==> src/rtl/isa_pkg.sv <==
package isa_pkg;

  typedef enum logic [1:0] {
    ST_IDLE   = 2'd0,
    ST_SETUP  = 2'd1,
    ST_STROBE = 2'd2,
    ST_HOLD   = 2'd3
  } isa_state_e;

  typedef struct packed {
    logic hit;
    logic is_io;
    logic wide;
  } isa_win_t;

  // Top address byte -> cycle kind
  function automatic isa_win_t decode_window(input logic [7:0] top);
    isa_win_t w;
    w = '0;
    case (top)
      8'hEC: w = '{hit: 1'b1, is_io: 1'b0, wide: 1'b0};
      8'hED: w = '{hit: 1'b1, is_io: 1'b0, wide: 1'b1};
      8'hEE: w = '{hit: 1'b1, is_io: 1'b1, wide: 1'b0};
      8'hEF: w = '{hit: 1'b1, is_io: 1'b1, wide: 1'b1};
      default: w = '0;
    endcase
    return w;
  endfunction

  // Phase of (extra + 2) clocks: down-counter starts at extra + 1, ends at 0
  function automatic logic [7:0] phase_last(input logic [7:0] extra);
    return extra + 8'd1;
  endfunction

endpackage

==> src/rtl/isa_sync2.sv <==
module isa_sync2 #(
  parameter logic RST_VAL = 1'b1
) (
  input  logic clk,
  input  logic rst_n,
  input  logic d,
  output logic q
);
  logic meta_q;

  always_ff @(posedge clk or negedge rst_n) begin
    if (!rst_n) begin
      meta_q <= RST_VAL;
      q      <= RST_VAL;
    end else begin
      meta_q <= d;
      q      <= meta_q;
    end
  end
endmodule

==> src/rtl/isa_cfg_reg.sv <==
module isa_cfg_reg #(
  parameter int unsigned STB_W   = 6,
  parameter int unsigned SET_W   = 4,
  parameter int unsigned CFG_W   = 32,
  parameter int unsigned STB_RST = 40,
  parameter int unsigned SET_RST = 14
) (
  input  logic             clk,
  input  logic             rst_n,
  input  logic             we,
  input  logic [CFG_W-1:0] wdata,
  output logic [CFG_W-1:0] rdata,
  output logic [STB_W-1:0] strobe_extra,
  output logic [SET_W-1:0] setup_extra,
  output logic             honor_early,
  output logic             alt_pin,
  output logic             osc_sel
);
  localparam int unsigned SET_LO  = STB_W;
  localparam int unsigned HON_BIT = STB_W + SET_W;
  localparam int unsigned ALT_BIT = HON_BIT + 1;
  localparam int unsigned OSC_BIT = HON_BIT + 2;
  localparam int unsigned USED    = OSC_BIT + 1;

  logic unused_cfg_bits;
  assign unused_cfg_bits = ^wdata[CFG_W-1:USED];

  always_ff @(posedge clk or negedge rst_n) begin
    if (!rst_n) begin
      strobe_extra <= STB_W'(STB_RST);
      setup_extra  <= SET_W'(SET_RST);
      honor_early  <= 1'b0;
      alt_pin      <= 1'b0;
      osc_sel      <= 1'b0;
    end else if (we) begin
      strobe_extra <= wdata[STB_W-1:0];
      setup_extra  <= wdata[SET_LO +: SET_W];
      honor_early  <= wdata[HON_BIT];
      alt_pin      <= wdata[ALT_BIT];
      osc_sel      <= wdata[OSC_BIT];
    end
  end

  assign rdata = {{(CFG_W-USED){1'b0}}, osc_sel, alt_pin, honor_early,
                  setup_extra, strobe_extra};

  p_cfg_write_r2: assert property (@(posedge clk) disable iff (!rst_n)
    we |=> (rdata[USED-1:0] == $past(wdata[USED-1:0])));

endmodule

==> src/rtl/isa_cycle_seq.sv <==
module isa_cycle_seq
  import isa_pkg::*;
#(
  parameter int unsigned STB_W    = 6,
  parameter int unsigned SET_W    = 4,
  parameter int unsigned HA_W     = 32,
  parameter int unsigned BA_W     = 24,
  parameter int unsigned DW       = 16,
  parameter int unsigned HOLD_CYC = 2
) (
  input  logic             clk,
  input  logic             rst_n,
  input  logic             req_valid,
  input  logic [HA_W-1:0]  req_addr,
  input  logic [DW-1:0]    req_wdata,
  input  logic             req_write,
  input  logic [STB_W-1:0] strobe_extra,
  input  logic [SET_W-1:0] setup_extra,
  input  logic             honor_early,
  input  logic             early_seen,
  input  logic [DW-1:0]    bus_din,
  output logic             req_ready,
  output logic             done,
  output logic [DW-1:0]    rd_data,
  output logic [BA_W-1:0]  bus_addr,
  output logic [DW-1:0]    bus_dout,
  output logic             bus_dout_en,
  output logic             ior_n,
  output logic             iow_n,
  output logic             memr_n,
  output logic             memw_n,
  output logic             sbhe_n,
  output logic             bus_active
);
  localparam int unsigned CNT_W = ((STB_W > SET_W) ? STB_W : SET_W) + 1;
  localparam int unsigned HALF  = DW / 2;

  isa_state_e       state_q;
  logic [CNT_W-1:0] cnt_q;
  logic             lat_io, lat_wide, lat_write, lat_honor;
  logic [STB_W-1:0] lat_stb;
  isa_win_t         win;

  // Named internal events
  logic accept, setup_end, strobe_end, hold_end, early_cut, strobe_on;

  assign win        = decode_window(req_addr[HA_W-1 -: 8]);
  assign accept     = req_valid && (state_q == ST_IDLE) && win.hit;
  assign strobe_on  = (state_q == ST_STROBE);
  assign early_cut  = strobe_on && lat_honor && early_seen;
  assign setup_end  = (state_q == ST_SETUP) && (cnt_q == '0);
  assign strobe_end = strobe_on && ((cnt_q == '0) || early_cut);
  assign hold_end   = (state_q == ST_HOLD) && (cnt_q == '0);

  always_ff @(posedge clk or negedge rst_n) begin
    if (!rst_n) begin
      state_q   <= ST_IDLE;
      cnt_q     <= '0;
      lat_io    <= 1'b0;
      lat_wide  <= 1'b0;
      lat_write <= 1'b0;
      lat_honor <= 1'b0;
      lat_stb   <= '0;
      bus_addr  <= '0;
      bus_dout  <= '0;
      rd_data   <= '0;
      done      <= 1'b0;
    end else begin
      done <= hold_end;
      unique case (state_q)
        ST_IDLE: begin
          if (accept) begin
            state_q   <= ST_SETUP;
            cnt_q     <= CNT_W'(phase_last(8'(setup_extra)));
            lat_io    <= win.is_io;
            lat_wide  <= win.wide;
            lat_write <= req_write;
            lat_honor <= honor_early;
            lat_stb   <= strobe_extra;
            bus_addr  <= req_addr[BA_W-1:0];
            bus_dout  <= win.wide ? req_wdata
                                  : {{(DW-HALF){1'b0}}, req_wdata[HALF-1:0]};
          end
        end
        ST_SETUP: begin
          if (setup_end) begin
            state_q <= ST_STROBE;
            cnt_q   <= CNT_W'(phase_last(8'(lat_stb)));
          end else begin
            cnt_q <= cnt_q - 1'b1;
          end
        end
        ST_STROBE: begin
          if (strobe_end) begin
            state_q <= ST_HOLD;
            cnt_q   <= CNT_W'(HOLD_CYC - 1);
            if (!lat_write)
              rd_data <= lat_wide ? bus_din
                                  : {{(DW-HALF){1'b0}}, bus_din[HALF-1:0]};
          end else begin
            cnt_q <= cnt_q - 1'b1;
          end
        end
        ST_HOLD: begin
          if (hold_end) state_q <= ST_IDLE;
          else          cnt_q   <= cnt_q - 1'b1;
        end
        default: state_q <= ST_IDLE;
      endcase
    end
  end

  assign req_ready   = (state_q == ST_IDLE);
  assign bus_active  = (state_q != ST_IDLE);
  assign bus_dout_en = bus_active && lat_write;
  assign sbhe_n      = !(bus_active && lat_wide);
  assign ior_n       = !(strobe_on &&  lat_io && !lat_write);
  assign iow_n       = !(strobe_on &&  lat_io &&  lat_write);
  assign memr_n      = !(strobe_on && !lat_io && !lat_write);
  assign memw_n      = !(strobe_on && !lat_io &&  lat_write);

  p_one_strobe_r5: assert property (@(posedge clk) disable iff (!rst_n)
    $countones({ior_n, iow_n, memr_n, memw_n}) >= 3);

  p_addr_stable_r4: assert property (@(posedge clk) disable iff (!rst_n)
    (bus_active && $past(bus_active)) |-> ($stable(bus_addr) && $stable(bus_dout)));

  p_hold_follows_r6: assert property (@(posedge clk) disable iff (!rst_n)
    $rose(ior_n & iow_n & memr_n & memw_n) |-> bus_active);

  p_done_pulse_r7: assert property (@(posedge clk) disable iff (!rst_n)
    done |=> !done);

  p_done_idle_r7: assert property (@(posedge clk) disable iff (!rst_n)
    done |-> (!bus_active && req_ready));

endmodule

==> src/rtl/isa_cycle_gen.sv <==
module isa_cycle_gen #(
  parameter int unsigned STB_W    = 6,
  parameter int unsigned SET_W    = 4,
  parameter int unsigned CFG_W    = 32,
  parameter int unsigned HA_W     = 32,
  parameter int unsigned BA_W     = 24,
  parameter int unsigned DW       = 16,
  parameter int unsigned HOLD_CYC = 2
) (
  input  logic             clk,
  input  logic             rst_n,
  input  logic             cfg_we,
  input  logic [CFG_W-1:0] cfg_wdata,
  output logic [CFG_W-1:0] cfg_rdata,
  output logic             alt_pinout,
  output logic             osc_sel,
  input  logic             req_valid,
  input  logic [HA_W-1:0]  req_addr,
  input  logic [DW-1:0]    req_wdata,
  input  logic             req_write,
  output logic             req_ready,
  output logic             done,
  output logic [DW-1:0]    rd_data,
  output logic [BA_W-1:0]  bus_addr,
  output logic [DW-1:0]    bus_dout,
  output logic             bus_dout_en,
  input  logic [DW-1:0]    bus_din,
  output logic             ior_n,
  output logic             iow_n,
  output logic             memr_n,
  output logic             memw_n,
  output logic             sbhe_n,
  output logic             bus_active,
  input  logic             early_end_n
);
  logic [STB_W-1:0] strobe_extra;
  logic [SET_W-1:0] setup_extra;
  logic             honor_early;
  logic             early_sync_n;
  logic             early_seen;

  isa_cfg_reg #(
    .STB_W(STB_W), .SET_W(SET_W), .CFG_W(CFG_W), .STB_RST(40), .SET_RST(14)
  ) u_cfg (
    .clk(clk), .rst_n(rst_n), .we(cfg_we), .wdata(cfg_wdata), .rdata(cfg_rdata),
    .strobe_extra(strobe_extra), .setup_extra(setup_extra),
    .honor_early(honor_early), .alt_pin(alt_pinout), .osc_sel(osc_sel)
  );

  isa_sync2 #(.RST_VAL(1'b1)) u_early_sync (
    .clk(clk), .rst_n(rst_n), .d(early_end_n), .q(early_sync_n)
  );

  assign early_seen = !early_sync_n;

  isa_cycle_seq #(
    .STB_W(STB_W), .SET_W(SET_W), .HA_W(HA_W), .BA_W(BA_W), .DW(DW),
    .HOLD_CYC(HOLD_CYC)
  ) u_seq (
    .clk(clk), .rst_n(rst_n),
    .req_valid(req_valid), .req_addr(req_addr), .req_wdata(req_wdata),
    .req_write(req_write),
    .strobe_extra(strobe_extra), .setup_extra(setup_extra),
    .honor_early(honor_early), .early_seen(early_seen),
    .bus_din(bus_din),
    .req_ready(req_ready), .done(done), .rd_data(rd_data),
    .bus_addr(bus_addr), .bus_dout(bus_dout), .bus_dout_en(bus_dout_en),
    .ior_n(ior_n), .iow_n(iow_n), .memr_n(memr_n), .memw_n(memw_n),
    .sbhe_n(sbhe_n), .bus_active(bus_active)
  );

endmodule

==> config.mk <==
export PLATFORM = sky130hd
export DESIGN_NAME = isa_cycle_gen
export DESIGN_NICKNAME = d
export VERILOG_FILES = /design/src/rtl/isa_pkg.sv /design/src/rtl/isa_sync2.sv /design/src/rtl/isa_cfg_reg.sv /design/src/rtl/isa_cycle_seq.sv /design/src/rtl/isa_cycle_gen.sv
export SDC_FILE = /design/constraint.sdc
export NUM_CORES = 1
export LEC_CHECK = 0
export ABC_AREA = 1
export BUFFER_PORTS_ARGS = -buffer_cell sky130_fd_sc_hd__buf_2
export CORE_AREA = 2 2 135 85
export CTS_BUF_LIST = sky130_fd_sc_hd__clkbuf_8 sky130_fd_sc_hd__clkbuf_16
export DETAILED_ROUTE_END_ITERATION = 12
export DIE_AREA = 0 0 137 87
export GPL_TIMING_DRIVEN = 0
export PLACE_DENSITY = 0.71
export SLEW_MARGIN = 20
export SYNTH_ARGS = -nofsm -noshare
export SYNTH_HDL_FRONTEND = slang
export SYNTH_SLANG_ARGS = --single-unit
==> constraint.sdc <==
create_clock -name clk -period 2.3 [get_ports clk]
set_clock_uncertainty 0.2 [all_clocks]
set_input_delay 0.345 -clock clk [delete_from_list [all_inputs] [get_ports clk]]
set_output_delay 0.345 -clock clk [all_outputs]
set_load 0.02 [all_outputs]
Word-level counts from Yosys, hierarchy flattened
Cells that the tools add are included.

cells by class
  equal/unequal tests = 12
  bitwise gates (word level) = 1
  reduce and logical (&&, ||, !) cells = 31
  $add $sub $neg = 3
  multiplexer cells = 13

operators with widths
  operator                                                                count
  8-bit equality test (second input constant)                             4
  16-bit two-way mux                                                      2
  7-bit two-way mux                                                       4
  7-bit case mux with 4 select lines                                      1
  1-bit logical AND                                                       15
  3-bit case mux with 4 select lines                                      1
  1-bit zero test                                                         8
  2-bit two-way mux                                                       4
  2-bit by 1-bit != test with 1-bit output (second input constant)        4
  2-bit case mux with 4 select lines                                      1
  6-bit by 1-bit adder with 7-bit output (second input constant)          1
  7-bit zero test                                                         1
  7-bit by 1-bit subtractor with 7-bit output (second input constant)     1
  4-bit by 1-bit adder with 5-bit output (second input constant)          1
  2-bit equality test (second input constant)                             2
  2-bit AND reduction                                                     2
  4-bit AND reduction                                                     1
  3-bit AND reduction                                                     1
  2-bit by 1-bit equality test with 1-bit output (second input constant)  1
  2-bit zero test                                                         1
  2-bit != test (second input constant)                                   1
  2-bit nonzero test                                                      1
  1-bit logical OR                                                        1
  1-bit NOT                                                               1

word-level totals
  output and inout port bits = 99
  register bits = 91
  input bits = 102
  word-level logic and storage cells = 78

Logic depth before layout (Yosys ltp)
Gate-level depths: netlist of the first run.

  depth after elaboration = 7
  mapped depth = 13
  gate-level depth less buffers = 13

Cells and area by module
A second synthesis of the first run with hierarchy kept.

unflattened totals
  cell total of the unflattened synthesis = 536
  area total of the unflattened synthesis = 4459.3 µm²

modules (own cells, without submodules)
  module         cells each  area each (µm²)  times used
  isa_cycle_seq  445         3658.5           1
  isa_cfg_reg    88          744.5            1
  isa_sync2      2           52.6             1
  isa_cycle_gen  1           3.8              1

Worst setup path after synthesis of the first run
OpenSTA, ideal clock, no wires.

  path kind = register -> register
  start = reg u_seq.state_q[0]
  end = reg u_seq.cnt_q[0]
  clock period less this slack = 1867 ps
  slack = 433 ps
  required time = 2035 ps
  stages on the path, launching flop included = 12
  arrival time = 1603 ps
  setup time = 65 ps
  buffers on the path = 1
  path through = dfrtp_1 > inv_1 > ha_1 > nand2_1 > nor2_1 > nand2_1 > nand2_1 > nand2_2 > buf_4 > a21oi_1 > o21ai_0 > nand2_1

RTL lines
  what                                                       RTL line             source
  start: declaration                                         isa_cycle_seq.sv:38  isa_state_e state_q;
  start signal: assignment                                   isa_cycle_seq.sv:57  state_q <= ST_IDLE;
  start signal: assignment                                   isa_cycle_seq.sv:73  state_q <= ST_SETUP;
  start signal: assignment                                   isa_cycle_seq.sv:87  state_q <= ST_STROBE;
  2-bit zero test (*)                                        -
  net req_ready                                              isa_cycle_gen.sv:21  output logic req_ready,
  1-bit logical AND (2 in series)                            isa_cycle_seq.sv:48  assign accept = req_valid && (state_q == ST_IDLE) && win.hit;
  2-bit by 1-bit != test with 1-bit output (no source line)  -
  2-bit AND reduction (no source line)                       -
  end signal: assignment                                     isa_cycle_seq.sv:74  cnt_q <= CNT_W'(phase_last(8'(setup_extra)));
  end signal: assignment                                     isa_cycle_seq.sv:88  cnt_q <= CNT_W'(phase_last(8'(lat_stb)));
  end signal: assignment                                     isa_cycle_seq.sv:90  cnt_q <= cnt_q - 1'b1;
  end: declaration                                           isa_cycle_seq.sv:39  logic [CNT_W-1:0] cnt_q;

The timed path passes the listed nets; every way through them passes the cells marked *.
A chain may end at the register's enable or synchronous reset.

Worst setup path in the final report of the first run
  start = reg u_seq.state_q[0]
  end = reg u_seq.bus_addr[22]

between the ends
  word-level cells in the longest chain between the ends = 4

RTL lines
  what                                      RTL line                                  source
  2-bit zero test (*)                       isa_cycle_seq.sv:48, isa_cycle_seq.sv:70
  1-bit logical AND (2 in series)           isa_cycle_seq.sv:48
  2-bit AND reduction (no source line) (*)  -
  end signal: assignment                    isa_cycle_seq.sv:80                       bus_addr <= req_addr[BA_W-1:0];
  end: declaration                          isa_cycle_seq.sv:25                       output logic [BA_W-1:0] bus_addr,

Mark *: on every way between the ends. The rest lies on a longest branch, timed or not.

==> results of run 1 <==
[worst min-delay path by stage]
stage / endpoint / slack, ns / cells after the start
floorplan: u_cfg.alt_pin / -0.15 / 0
global placement: u_early_sync.q / 0.15 / 0
detailed placement: u_cfg.osc_sel / 0.08 / 1
CTS: u_seq.bus_addr[12] / 0.0008 / 3
global route: u_seq.bus_addr[13] / 0.006 / 3
finish: u_seq.bus_dout[2] / 0.008 / 3
[placed cells by master (no fill, tap or decap), drive strengths merged]
cell         instances
a31oi                1
nand2              224
nand4                3
bufinv               1
mux2                 5
clkinv               2
clkbuf              20
o21ai               22
nor2                19
inv                 35
nor3                 3
dfrtp               84
xnor2                2
a21oi               10
buf                194
conb                19
nand3               32
xor2                 3
dlygate4sd3         11
ha                   8
o211ai               1
nand3b               1
dfstp                7
[worst register-to-register path: stages (launching register included)]
cell and delay [ns]:
dfrtp_1 0.38, inv_1 0.10, ha_1 0.31, nand2_1 0.10, nor2_1 0.04, nand2_1 0.11, buf_2 0.26, buf_1 0.40
nand2_1 0.10, nand2_1 0.10
[cells in the mapped netlist, drive strengths merged]
master	n	area share, %
buf	33	5.5
a21oi	10	1.3
dfrtp	84	49
conb	1	0.088
clkinv	1	0.088
nor2	19	2.6
mux2	5	1.3
nor3	3	0.35
nand2	224	21
o21ai	22	2.6
xnor2	2	0.41
dfstp	7	4.3
a31oi	1	0.15
nand3	32	4.0
ha	8	2.3
clkbuf	8	0.70
xor2	3	0.62
o211ai	1	0.18
inv	32	2.9
nand3b	1	0.18
nand4	3	0.44
[power groups by stage]
stage | logic, uW | clock network, uW | registers (uW)
CTS | 285 | 1570 | 1650
global route | 312 | 1620 | 1650
floorplan | 103 | 0 | 1700
detailed placement | 270 | 0 | 1680
finish | 282 | 1520 | 1650
global placement | 260 | 0 | 1680
[stage by stage]
stage / std cells / setup slack (ns) / instance area, um^2 / total power (uW)
6_report: 851 / 0.1311 / 5779 / 3450
5_1_grt: 851 / 0.01058 / 5779 / 3582
4_1_cts: 851 / 0.1154 / 5776 / 3500
3_5_place_dp: 824 / 0.1362 / 5353 / 1948
3_3_place_gp: 823 / -0.1436 / 5319 / 1937
2_1_floorplan: 518 / 0.4326 / 4333 / 1804
[sequential cells by signal, indices dropped and copies added (netlist names)]
signal	cells
u_seq.bus_addr	24
u_seq.bus_dout	16
u_seq.rd_data	16
u_seq.cnt_q	7
u_cfg.strobe_extra	6
u_seq.lat_stb	6
u_cfg.setup_extra	4
u_seq.state_q	2
u_cfg.alt_pin	1
u_cfg.honor_early	1
u_cfg.osc_sel	1
u_early_sync.meta_q	1
u_early_sync.q	1
u_seq.done	1
u_seq.lat_honor	1
u_seq.lat_io	1
u_seq.lat_wide	1
u_seq.lat_write	1
[metal layers]
| layer | vias up | track usage, % |
|---|---|---|
| met5 | - | 0 |
| met4 | 0 | 3.843 |
| met3 | 2 | 5.526 |
| li1 | 1918 | - |
| met1 | 1748 | 24.17 |
| met2 | 105 | 29.22 |
[logic make-up after synthesis]
kind of cell	after synthesis
simple gates	282
flops	91
buf+inv	74
compound gates	34
fa+ha+maj	8
xor+xnor	5
mux	5
other cells	1
[layout make-up]
class                           instances  area (um^2)  area share (%)
Buffer                                 41        267.8           4.633
Clock inverter                          5        60.06           1.039
Sequential cell                        91         2286           39.55
Timing Repair Buffer                  173        949.7           16.43
Inverter                               33        126.4           2.187
Multi-Input combinational cell        353         1657           28.66
Clock buffer                           11        252.7           4.373
Tap cell                              144        180.2           3.118
[timing repair]
item / in CTS / in global routing
endpoints found under the hold margin: 48 / 0
setup endpoints to repair: 0 / 14
resized for setup: 0 / 5
hold buffers: 11 / 0
==> results.md, run 1 <==
- Setup Viol. Count Final: 0
- DR WL met2: 4.904 mm
- Switching Power: 780.8 uW
- Final net count: 812
- Sequential share of power: 47.8%
- Worst Setup SP: u_seq.state_q[0]
- VDD IR max: 306.3 uV
- Synth Area in Adders: 2.347%
- Die area: 11,920 um^2
- Synthesized netlist cell count: 500
- Status: finished clean
- Comb pwr share: 8.2%
- Setup crit end: u_seq.bus_addr[22]
- Skew-Pair Late Insertion Delay: 0.33 ns
- Post-Syn Area per Cell: 8.531 um^2
- Critical path cell sequence: inv_1, ha_1, nand2_1, nor2_1, nand2_1, buf_2, buf_1, nand2_1, nand2_1
- Largest net degree at the start of global routing: 54
- Post-CTS Setup Inserts: 0
- Final core utilization: 53.46%
- R2R Path Start: u_seq.state_q[0]
- Area grow syn2layout: 35.49%
- Total global routing overflow: 0
- Die Span X: 137 um
- Clock power frac: 44.0%
- # clock sinks: 91
- TritonRoute pass-1 iters: 4
- ANT nets after route: 0
- Largest family of logic cells by synthesized area: simple AND/OR/NAND/NOR gates
- Worst EP required: 2.36 ns
- Unrepaired setup endpoints after global routing: no
- # IOs: 201
- Final period utilization: 94.30%
- Layout cells sized above 1: 34.65%
- Pwr per Cell Area: 596.9 nW/um^2
- Global-route total usage across every layer: 18.08%
- First-pass GRT wire length: 17.11 mm
- Top Layer Used: met4
- Hold path startpoint: req_wdata[2]
- Final GP Congestion: 0.8585
- WP buf/inv: 3
- Die Height: 87 um
- WL final: 10.54 mm
- Max_cap viols: 0
- Peak fanout along the critical path: 10
- CP startpoint kind: flop
- Post-detail-place hpwl: 8.082 mm
- Core Area: 10,810 um^2
- CP Capture Type: flop
- Tightest Hold Check Type: in2reg
- Met1 WL: 4.836 mm
- Post-synthesis mux area share: 1.320%
- Total CTS buffers: 9
- Initial core utilization: 39.46%
- H-tree levels: 3
- Critical R2R Capture: u_seq.bus_addr[22]
- Initial DRC count: 237
- Final min period: 2.169 ns
- Flop2flop setup slack: 0.13 ns
- Post-Synth XOR/XNOR Area: 1.027%
- P_int: 2669 uW
- Crit-path leading delay family: buffers and inverters
- Number of synthesis warnings: 0
- Vias: 3,773
- Switch share: 22.63%
- Worst-path clk slew: 0.07 ns
- Most frequent CP cell: nand2_1
- CTS Root Cell: clkbuf_16
- CTS tree: done
- Seq/Total Area, Yosys: 53.59%
- WL/cell: 12.38 um
- Hold_ws: 0.007661 ns
- Post-Synth Simple-Gate Area: 28.31%
- Leakage: 0.003296 uW
- Worst path depth: 9
- Via/cell ratio: 4.434
- Synthesis-stage register bit count: 91
- CP max-delay cell: buf_1
- Cell area after synthesis: 4265 um^2
- Initial antenna violation count: 0
- Crit path DAT: 2.23 ns
- Vias in the first global route: 3,692
- # fillers: 1,030
- I/O Buffers: 161
- Critical path type: reg2reg
- TNS Setup: 0 ns
- Post-synth cell types: 33
- DRC: 0
- # diodes: 0
- Clock buffer depth: 2
- CP peak stage delay: 0.40 ns
- Highest clock rate: 461.1 MHz
- Rows: 30
- Fin. max-slew vios: 0
- Hold Violations, Final: 0
- Complex-gate fraction of the synthesized area: 4.165%
- Metal3 WL: 782 um
- R2R cell count: 9
(Power assumes the default switching activity.)
==> run 2, diff against run 1 <==
- CORE_AREA: 2 2 135 85 -> 2 2 138 86
- DIE_AREA: 0 0 137 87 -> 0 0 140 88
- PLACE_DENSITY: 0.71 -> 0.7
- SYNTH_HIERARCHICAL: default -> 1
==> run 2 against run 1 <==
  * Sequential cell count unchanged
  * Cell count up 6.5%
  * Final area up 6.2%
  * Hold slack better by 0.0010 ns
==> results.md, run 2 <==
- Status: finished clean
- Worst EP required: 1.75 ns (-0.61 ns)
- First-pass GRT wire length: 19.22 mm (+12%)
- Leakage: 0.003449 uW (+4.6%)
- Area leader, netlist: dfrtp_1
- Met2 Use GR: 31.97% (+2.8 points)
- Post-CTS Setup Inserts: 0 (unchanged)
- Layout cells sized above 1: 33.33% (-1.3 points)
- Finished Layout Cells: 906 (+6.5%)
- Peak fanout along the critical path: 11 (+1)
- Clock buffer depth: 2 (unchanged)
- Pwr per Cell Area: 957.0 nW/um^2 (+60%)
- Final min period: 2.067 ns (-0.1015 ns)
- Final net count: 869 (+7.0%)
- Synthesized netlist cell count: 536 (+7.2%)
- Final core utilization: 55.45% (+2.0 points)
- Placed Instances: 860 (+4.4%)
- Post-Syn Area per Cell: 8.320 um^2 (-2.5%)
- Initial core utilization: 40.27% (+0.82 points)
- Largest regs: u_seq/bus_addr x24, u_seq/bus_dout x16, u_seq/rd_data x16
- Setup Viol. Count Final: 0 (unchanged)
- GRT busiest layer: met2
- Die Span X: 140 um (+2.2%)
- ANT nets after route: 0 (unchanged)
- # IOs: 201 (unchanged)
- Met3 track demand over resource: 6.014% (+0.49 points)
- Fin. max-slew vios: 0 (unchanged)
- WL/cell: 12.76 um (+3.0%)
- Top cells by area, synth: dfrtp_1, nand2_1, buf_4, dfstp_2, nand3_1
- Final Power: 5876 uW (+70%)
- Total global routing overflow: 0 (unchanged)
- # fillers: 987 (-4.2%)
- Post-synth cell types: 29 (-12%)
- Total CTS buffers: 9 (unchanged)
- Setup WS pre-CTS: 0.3077 ns (+0.1714 ns)
- Highest clock rate: 483.7 MHz (+4.9%)
- Worst-path clk slew: 0.07 ns (about the same)
- Hold Violations, Final: 0 (unchanged)
- Count leader, synth: nand2_1
- Die area: 12,320 um^2 (+3.4%)
- Skew-Pair Late Insertion Delay: 0.34 ns (about the same)
- Unrepaired setup endpoints after global routing: no
- TritonRoute pass-1 iters: 7 (+3)
- H-tree levels: 3 (unchanged)
- Asr flop ratio synth: 100.0% (unchanged)
- Vias: 4,127 (+9.4%)
- Tightest Hold Check Type: in2reg
- VDD IR max: 495.4 uV (+62%)
- Number of synthesis warnings: 6 (+6)
- Synthesis-stage register bit count: 91 (unchanged)
- Rows: 30 (unchanged)
- CP startpoint kind: flop
- GR Layer Usage met1: 25.41% (+1.2 points)
- Max_cap viols: 0 (unchanged)
- Hold_ws: 0.008670 ns (+0.001009 ns)
- Via/cell ratio: 4.555 (+2.7%)
- Max reg flops: 24 (unchanged)
- Seq/Total Area, Yosys: 51.26% (-2.3 points)
- Top-area cell type share of the netlist area: 47.14% (-2.1 points)
- Area grow syn2layout: 37.68%
- Dominant synthesized flop cell: dfrtp_1
- Cts repair resizes: 0 (unchanged)
- Post-synth top cells: nand2_1, dfrtp_1, buf_4, nand3_1, inv_1
- Core Area: 11,070 um^2 (+2.4%)
- Most common cell after layout, fill and taps aside: nand2_1
- Global-route total usage across every layer: 19.52% (+1.4 points)
- Most frequent cells in the layout: nand2_1, buf_2, dfrtp_1
- Initial DRC count: 164 (-31%)
- Die Height: 88 um (+1.1%)
- Final GP Congestion: 0.8583 (about the same)
- # diodes: 0 (unchanged)
- Post-detail-place hpwl: 8.218 mm (+1.7%)
- # clock sinks: 91 (unchanged)
- CP Capture Type: primary output
- WL final: 11.56 mm (+9.7%)
- Post-synth EDFFs: 0 (unchanged)
- Cell area after synthesis: 4459 um^2 (+4.5%)
- Critical path type: reg2out
- CTS tree: done
- Vias in the first global route: 4,125 (+12%)
- Crit path DAT: 1.52 ns (-0.71 ns)
- Final setup margin: 0.2326 ns (+0.1015 ns)
- Final period utilization: 89.89% (-4.4 points)
- DRC: 0 (unchanged)
- Biggest register: u_seq/bus_addr
- Initial antenna violation count: 0 (unchanged)
- CTS Root Cell: clkbuf_16
- Largest net degree at the start of global routing: 73 (+35%)
- I/O Buffers: 161 (unchanged)
## run 2: final cells by class
cell class / count / area, um^2 / share of cell area [%]
tap: 144 / 180.2 / 2.935
timing repair buffer: 194 / 1160 / 18.89
buffer: 52 / 386.6 / 6.297
multi-input combinational: 385 / 1757 / 28.61
clock buffer: 10 / 239.0 / 3.892
sequential: 91 / 2286 / 37.23
inverter: 25 / 93.84 / 1.528
clock inverter: 5 / 37.54 / 0.6114
## run 2: final timing paths
path,startpoint,end,slack (ns),cells after the start
min reg2reg,u_early_sync/meta_q,u_early_sync/q,0.16,0
max,u_seq/lat_write,memw_n,0.23,3
max in group asynchronous,rst_n,u_cfg/setup_extra[3],1.03,3
min,req_addr[3],u_seq/bus_addr[3],0.009,3
min in group asynchronous,rst_n,u_seq/bus_dout[5],0.22,2
max reg2reg,u_seq/state_q[0],u_seq/bus_dout[8],0.28,9
## run 2: stage by stage
step / area, um^2 / TNS, ns
after CTS: 6103 / 0
after detailed placement: 5547 / 0
final: 6140 / 0
after floorplan: 4527 / 0
after global placement: 5513 / -13.40
after global routing: 6140 / 0
## run 2: cells by family (layout without fill, tap and decap cells)
group	after synthesis	after routing	share of synthesized area [%]
buf+inv	78	286	10.86
xor+xnor	7	7	1.375
fa+ha+maj	9	9	2.525
simple gates	317	317	30.02
other cells	1	19	0.08409
flops	91	91	51.26
compound gates	33	33	3.872
## run 2: repair_timing
action,4_1_cts,5_1_grt
hold buffers,28,4
endpoints found under the hold margin,111,4
setup endpoints to repair,0,2
## run 2: critical path, cell delays in order (launching register included)
cell and delay (ns):
dfrtp_1 0.62, buf_2 0.30, nand3_1 0.09, buf_2 0.16
## run 2: power by group
group,total [uW],internal [uW],switching [uW]
Clock,1390,762,627
Sequential,2190,1940,247
Combinational,2300,848,1450
## run 2: layer usage
layer  share of wire [%]  vias up
met3                 6.4       11
met4                 1.0        0
met5                   0        -
met2                  47      139
met1                  46     1923
li1                    -     2054
